File: src/rtl/irq_pkg.sv
package irq_pkg;
    // Fixed positions of the sources inside the interrupt code
    localparam int KEY_BIT  = 0;
    localparam int ERR_BIT  = 1;
    localparam int PIN_BASE = 2;
endpackage

File: src/rtl/irq_edge_sync.sv
module irq_edge_sync #(
    parameter int NUM_PINS = 2
) (
    input  logic                clk,
    input  logic                rst_n,
    input  logic [NUM_PINS-1:0] pin_i,
    input  logic [NUM_PINS-1:0] en_i,
    output logic [NUM_PINS-1:0] edge_o
);
    typedef struct packed {
        logic [NUM_PINS-1:0] meta;
        logic [NUM_PINS-1:0] sync;
        logic [NUM_PINS-1:0] last;
    } sync_t;

    sync_t st_d, st_q;

    always_comb begin
        st_d      = st_q;
        st_d.meta = pin_i;
        st_d.sync = st_q.meta;
        st_d.last = st_q.sync;
    end

    always_ff @(posedge clk or negedge rst_n) begin
        if (!rst_n) st_q <= '0;
        else        st_q <= st_d;
    end

    // Either direction of a synchronized transition counts, masked by enable
    assign edge_o = (st_q.sync ^ st_q.last) & en_i;

    p_masked_edge_r5: assert property (@(posedge clk) disable iff (!rst_n)
        (edge_o & ~en_i) == '0);
endmodule

File: src/rtl/irq_pend.sv
module irq_pend #(
    parameter int WIDTH = 4
) (
    input  logic             clk,
    input  logic             rst_n,
    input  logic [WIDTH-1:0] set_i,
    input  logic             clr_i,
    output logic [WIDTH-1:0] pend_o
);
    typedef struct packed {
        logic [WIDTH-1:0] pend;
    } pend_t;

    pend_t st_d, st_q;

    always_comb begin
        st_d = st_q;
        if (clr_i) st_d.pend = '0;
        // New events win over the clear so none is lost
        st_d.pend = st_d.pend | set_i;
    end

    always_ff @(posedge clk or negedge rst_n) begin
        if (!rst_n) st_q <= '0;
        else        st_q <= st_d;
    end

    assign pend_o = st_q.pend;

    p_set_survives_r8: assert property (@(posedge clk) disable iff (!rst_n)
        clr_i |=> ((pend_o & $past(set_i)) == $past(set_i)));
endmodule

File: src/rtl/irq_collector.sv
module irq_collector #(
    parameter int NUM_GPIO = 2,
    localparam int CODE_W  = NUM_GPIO + 2
) (
    input  logic                clk,
    input  logic                rst_n,
    input  logic                key_evt_i,
    input  logic                err_evt_i,
    input  logic [NUM_GPIO-1:0] gpio_i,
    input  logic [NUM_GPIO-1:0] gpio_irq_en_i,
    input  logic                code_rd_i,
    output logic [CODE_W-1:0]   code_o,
    output logic                irq_o,
    output logic                stay_awake_o
);
    import irq_pkg::*;

    logic [NUM_GPIO-1:0] pin_edge;
    logic [CODE_W-1:0]   set_vec;

    irq_edge_sync #(.NUM_PINS(NUM_GPIO)) i_sync (
        .clk    (clk),
        .rst_n  (rst_n),
        .pin_i  (gpio_i),
        .en_i   (gpio_irq_en_i),
        .edge_o (pin_edge)
    );

    always_comb begin
        set_vec          = '0;
        set_vec[KEY_BIT] = key_evt_i;
        set_vec[ERR_BIT] = err_evt_i;
        set_vec[PIN_BASE +: NUM_GPIO] = pin_edge;
    end

    irq_pend #(.WIDTH(CODE_W)) i_pend (
        .clk    (clk),
        .rst_n  (rst_n),
        .set_i  (set_vec),
        .clr_i  (code_rd_i),
        .pend_o (code_o)
    );

    assign irq_o        = |code_o;
    assign stay_awake_o = irq_o | (|set_vec);

    p_key_sets_r1: assert property (@(posedge clk) disable iff (!rst_n)
        key_evt_i |=> (code_o[KEY_BIT] && irq_o));

    p_err_sets_r2: assert property (@(posedge clk) disable iff (!rst_n)
        err_evt_i |=> (code_o[ERR_BIT] && irq_o));

    p_irq_holds_r6: assert property (@(posedge clk) disable iff (!rst_n)
        (irq_o && !code_rd_i) |=> irq_o);

    p_read_clears_r7: assert property (@(posedge clk) disable iff (!rst_n)
        (code_rd_i && !key_evt_i && !err_evt_i && !(|gpio_irq_en_i)) |=> !code_o[KEY_BIT] && !code_o[ERR_BIT]);

    p_same_cycle_r8: assert property (@(posedge clk) disable iff (!rst_n)
        (code_rd_i && key_evt_i) |=> code_o[KEY_BIT]);

    p_awake_r9: assert property (@(posedge clk) disable iff (!rst_n)
        irq_o |-> stay_awake_o);

    generate
        for (genvar g = 0; g < NUM_GPIO; g++) begin : g_pin_chk
            p_disabled_quiet_r5: assert property (@(posedge clk) disable iff (!rst_n)
                (!gpio_irq_en_i[g] && !code_o[PIN_BASE+g]) |=> !code_o[PIN_BASE+g]);
        end
    endgenerate
endmodule

File: config.mk
export PLATFORM = sky130hd
export DESIGN_NAME = irq_collector
export DESIGN_NICKNAME = d
export VERILOG_FILES = /design/src/rtl/irq_pkg.sv /design/src/rtl/irq_edge_sync.sv /design/src/rtl/irq_pend.sv /design/src/rtl/irq_collector.sv
export SDC_FILE = /design/constraint.sdc
export NUM_CORES = 1
export LEC_CHECK = 0
export BUFFER_PORTS_ARGS = -buffer_cell sky130_fd_sc_hd__buf_2
export CAP_MARGIN = 5
export CORE_AREA = 10 10 47 49
export DETAILED_ROUTE_END_ITERATION = 10
export DIE_AREA = 0 0 57 59
export PLACE_DENSITY_LB_ADDON = 0.25
export SETUP_SLACK_MARGIN = 0.15
export SYNTH_ARGS = -nofsm -noshare
export SYNTH_HDL_FRONTEND = slang
export SYNTH_HIERARCHICAL = 1
export SYNTH_SLANG_ARGS = --single-unit
File: constraint.sdc
create_clock -name clk -period 1.9 [get_ports clk]
set_clock_uncertainty 0.15 [all_clocks]
set_input_delay 0.19 -clock clk [delete_from_list [all_inputs] [get_ports clk]]
set_output_delay 0.19 -clock clk [all_outputs]
set_load 0.03 [all_outputs]
Word level (Yosys, flattened, before mapping)
Cells that the tools add are included.
- reduce and logical (&&, ||, !) cells: 2
- muxes and demuxes: 1
- bitwise logic cells: 4
- operators by type and width (cell ; number):
    4-bit OR reduction ; 2
    4-bit 2-to-1 mux ; 1
    4-bit OR ; 1
    2-bit bitwise AND ; 1
    2-bit bitwise XOR ; 1
    1-bit OR ; 1
- flip-flop bits (word level): 10
- word-level logic and storage cells: 11
- output and inout bits: 6
- input port bits: 9

Logic depth before layout (Yosys ltp)
- word-level depth: 4
- depth in mapped cells: 4
- gate-level depth less buffers: 4

Hierarchy
The synthesis kept the hierarchy.
- modules (own cells, without submodules) (module ; area an instance (sq um) ; seq. area each (sq um) ; instances ; cells each):
    irq_edge_sync ; 180.2 ; 150.1 ; 1 ; 10
    irq_pend ; 133.9 ; 100.1 ; 1 ; 9
    irq_collector ; 31.3 ; 0.0 ; 1 ; 3

Worst setup path after synthesis
Ideal clock, no wire load.
- path kind: register to output
- start: reg i_pend.st_q (netlist bit i_pend/pend_o[1])
- end: out stay_awake_o
- path slack: 0.221 ns
- arrival: 1.339 ns
- cell stages (with the launch flop): 3
- required time: 1.560 ns
- path buffers: 0
- cells stage by stage: dfrtp_1 > or4_4 > nand2b_4
- word-level cells in the longest chain between the ends: 2
- ends and longest elaborated chain (item ; RTL line ; text):
    start: declaration ; irq_pend.sv:14 ; pend_t st_d, st_q;
    start signal: assignment ; irq_pend.sv:25 ; else st_q <= st_d;
    4-bit OR reduction ; irq_collector.sv:44 ; assign irq_o = |code_o;
    via irq_o ; irq_collector.sv:13 ; output logic irq_o,
    1-bit OR ; irq_collector.sv:45 ; assign stay_awake_o = irq_o | (|set_vec);
    end: declaration ; irq_collector.sv:14 ; output logic stay_awake_o
The timed path passes the listed nets, and every way through them passes these cells.

Worst setup path after layout
- start: reg i_pend.st_q (netlist bit i_pend/pend_o[3])
- end: out stay_awake_o
- word-level cells in the longest chain between the ends: 2
- ends and longest elaborated chain (item ; RTL line):
    4-bit OR reduction ; irq_collector.sv:44
    1-bit OR ; irq_collector.sv:45
Every way passes these cells.

==> metrics.csv <==
stage;metric;value;unit
critical_path;crit_path_start;i_pend/pend_o[3];
logic_synthesis;synth_warnings;6;
critical_path;worst-path-buf-inv;1;
clock_network;clock_latency;250;ps
logic_synthesis;yosysTopAreaCell;dfrtp_1;
critical_path;cp-start-kind;flip-flop;
logic_synthesis;synth_top_cell_area_share;0.725;
critical_path;max_stage_delay;530;ps
timing;finalSetupTns;0;ps
grt;grt_pass1_wl;1.29;mm
timing;finalMaxSlewViolations;0;
layout;drive_above_1_share;0.565;
drt;drtIter0Drc;0;
critical_path;reg2reg_depth;3;
timing;final_hold_viol_count;0;
logic_synthesis;synth_cell_types;8;
layout;multi_input_area;109;um2
layout;area_growth;58.7;%
grt;overflow;0;
layout;final_core_util;0.391;
clock_network;clock_sinks;10;
place;pre_cts_slack;179;ps
timing;min_period_over_period;0.942;
critical_path;r2r_start;i_sync/st_d[0];
logic_synthesis;synth_commonest_cells;dfrtp_1 (10), a21o_1 (4), and2_1 (2), xor2_1 (2);
critical_path;endpoint;stay_awake_o;
power_and_ir_drop;power_density;907;nW/um2
power_and_ir_drop;vdd.ir_drop.worst;0.398;mV
logic_synthesis;avgSynthCellArea;15.7;um2
clock_network;clock-root-buffer;clkbuf_4;
critical_path;critical_path_arrival;1450;ps
clock_network;path_clk_slew;60;ps
logic_synthesis;synthTopCellsByArea;dfrtp_1 (72%), a21o_1 (8.7%), xor2_1 (5.1%);
place;io_buffers;14;
timing;fin_ws;111;ps
logic_synthesis;yosysSeqAreaShare;0.725;
critical_path;crit_path_top_delay_cell;or4_4;
die;die_h;59;um
clock_network;h-tree-depth;1;
grt;grt_pass1_vias;330;
drt;num_vias;263;
die;core;1400;um2
logic_synthesis;ys_ff_latch;10;
drt;ant_nets;0;
clock_network;tritoncts;yes;
critical_path;cp.required;1560;ps
die;ioPinCount;15;
drt;vias_per_cell;4.24;
logic_synthesis;synth_fp_nets;31;
timing;finalSetupViolCount;0;
timing;relSlewSlack;0.831;
drt;wl;744;um
timing;worst_pin_slew;252;ps
timing;min_period;1790;ps
critical_path;path_class;reg2out;
die;rows;14;
critical_path;r2r_slack;750;ps
logic_synthesis;ys.flop_type;dfrtp_1;
layout;fin_nets;56;
grt;track_usage;0.0492;
critical_path;crit_cells;3;
place;finalWeightedCongestion;0.737;
power_and_ir_drop;p_leak;0.281;nW
logic_synthesis;yosysMostFrequentCell;dfrtp_1;
clock_network;cts_made_buffers;3;
run_status;status;complete, no violations;
critical_path;r2r_end;i_pend/pend_o[2];
logic_synthesis;async_flop_share;1.00;
drt;drtPass1Iterations;1;
timing;max_freq;559;MHz
timing;rsz0062_at_grt;true;
critical_path;cp_top_family;simple AND/OR/NAND/NOR gates;
drt;drc;0;
layout;area.sequential;250;um2
logic_synthesis;synth_area;345;um2
critical_path;endpoint_kind;output port;
drt;avgRoutedWirePerCell;12.0;um
clock_network;cts_max_path_buffers;2;
critical_path;worst-path-max-fanout;2;
layout;n_fill_cell;149;
grt;antenna_found_initial;0;
die;initial_utilization;0.246;
logic_synthesis;synth-edff-count;0;
run;maxCapViolCount;0;
die;die_area;3360;um2
logic_synthesis;synthesis.instances;22;
critical_path;worstPathCellList;or4_4 > nand2b_4 > buf_6;
layout;antenna_cells;0;
die;die_x;57;um
grt;grt_max_degree;11;
hold_path;hold_class;in2reg;
[cells in the final DEF, fill, tap and decap left out]
cell and n:
clkbuf_4 3, xor2_1 2, inv_2 1, buf_2 13
and2_1 1, nor4_4 1, a21o_1 4, clkbuf_8 1
dfrtp_1 10, buf_6 1, or4_4 1, dlygate4sd3_1 3
buf_4 3, nand2b_4 1, and2_4 1
[power breakdown]
part / switching (mW) / internal [mW]
Combinational: 0.0424 / 0.0358
Sequential: 0.00778 / 0.227
Clock: 0.0676 / 0.116
[stage by stage]
stage / total power, mW / instance area [um2] / hold WS, ps / instances
3_5_place_dp: 0.300 / 435 / -90.5 / 52
4_1_cts: 0.506 / 546 / 1.25 / 62
5_1_grt: 0.528 / 548 / 14.3 / 62
6_report: 0.497 / 548 / 17.5 / 62
2_1_floorplan: 0.273 / 345 / -256 / 22
3_3_place_gp: 0.298 / 435 / -94.5 / 52
[worst min path at each step]
stage | startpoint | end | slack, ps | cells past startpoint
final | key_evt_i | i_pend/pend_o[0] | 20 | 2
after global routing | key_evt_i | i_pend/pend_o[0] | 10 | 2
after global placement | rst_n | i_sync/st_d[3] | -90 | 1
after floorplan | rst_n | i_pend/pend_o[0] | -260 | 0
after CTS | key_evt_i | i_pend/pend_o[0] | 1 | 2
after detailed placement | rst_n | i_sync/st_d[3] | -90 | 1
[logic make-up (layout without fill, tap and decap cells)]
family	after synthesis	count (layout)	synth area share
AO/OA/AOI/OAI	4	4	0.0870
XOR/XNOR	2	2	0.0507
buffers and inverters	1	25	0.0109
flip-flops	10	10	0.725
AND/OR/NAND/NOR	5	5	0.127
[final cells by class]
cell class,count,area share
Tap cell,16,0.0365
Clock buffer,4,0.0662
Sequential cell,10,0.457
Inverter,1,0.00685
Timing Repair Buffer,20,0.235
Multi-Input combinational cell,11,0.199
[per-layer routing]
layer / global-route usage / wire length (um) / up-vias
li1: - / - / 124
met1: 0.0449 / 299 / 124
met2: 0.0822 / 361 / 15
met3: 0.0236 / 83 / 0
met4: 0.0403 / 0 / 0
met5: 0 / 0 / -
[registers in the layout (all words and copies together), names as in the netlist]
signal,cells
i_pend/pend_o,4
i_sync/st_d,4
i_sync/st_q,2
[worst register-to-register path: stages, from the launching register on]
cell and delay [ps]:
dfrtp_1 390, xor2_1 140, and2_1 200, a21o_1 160
[repair_timing]
action                     in CTS  in global routing
hold buffers                    3                  0
setup endpoints to repair       1                  1
hold endpoints to repair       12                  0
pin swaps                       1                  2
gates resized for setup         4                  1
buffers inserted                3                  0
(Power assumes the default switching activity.)
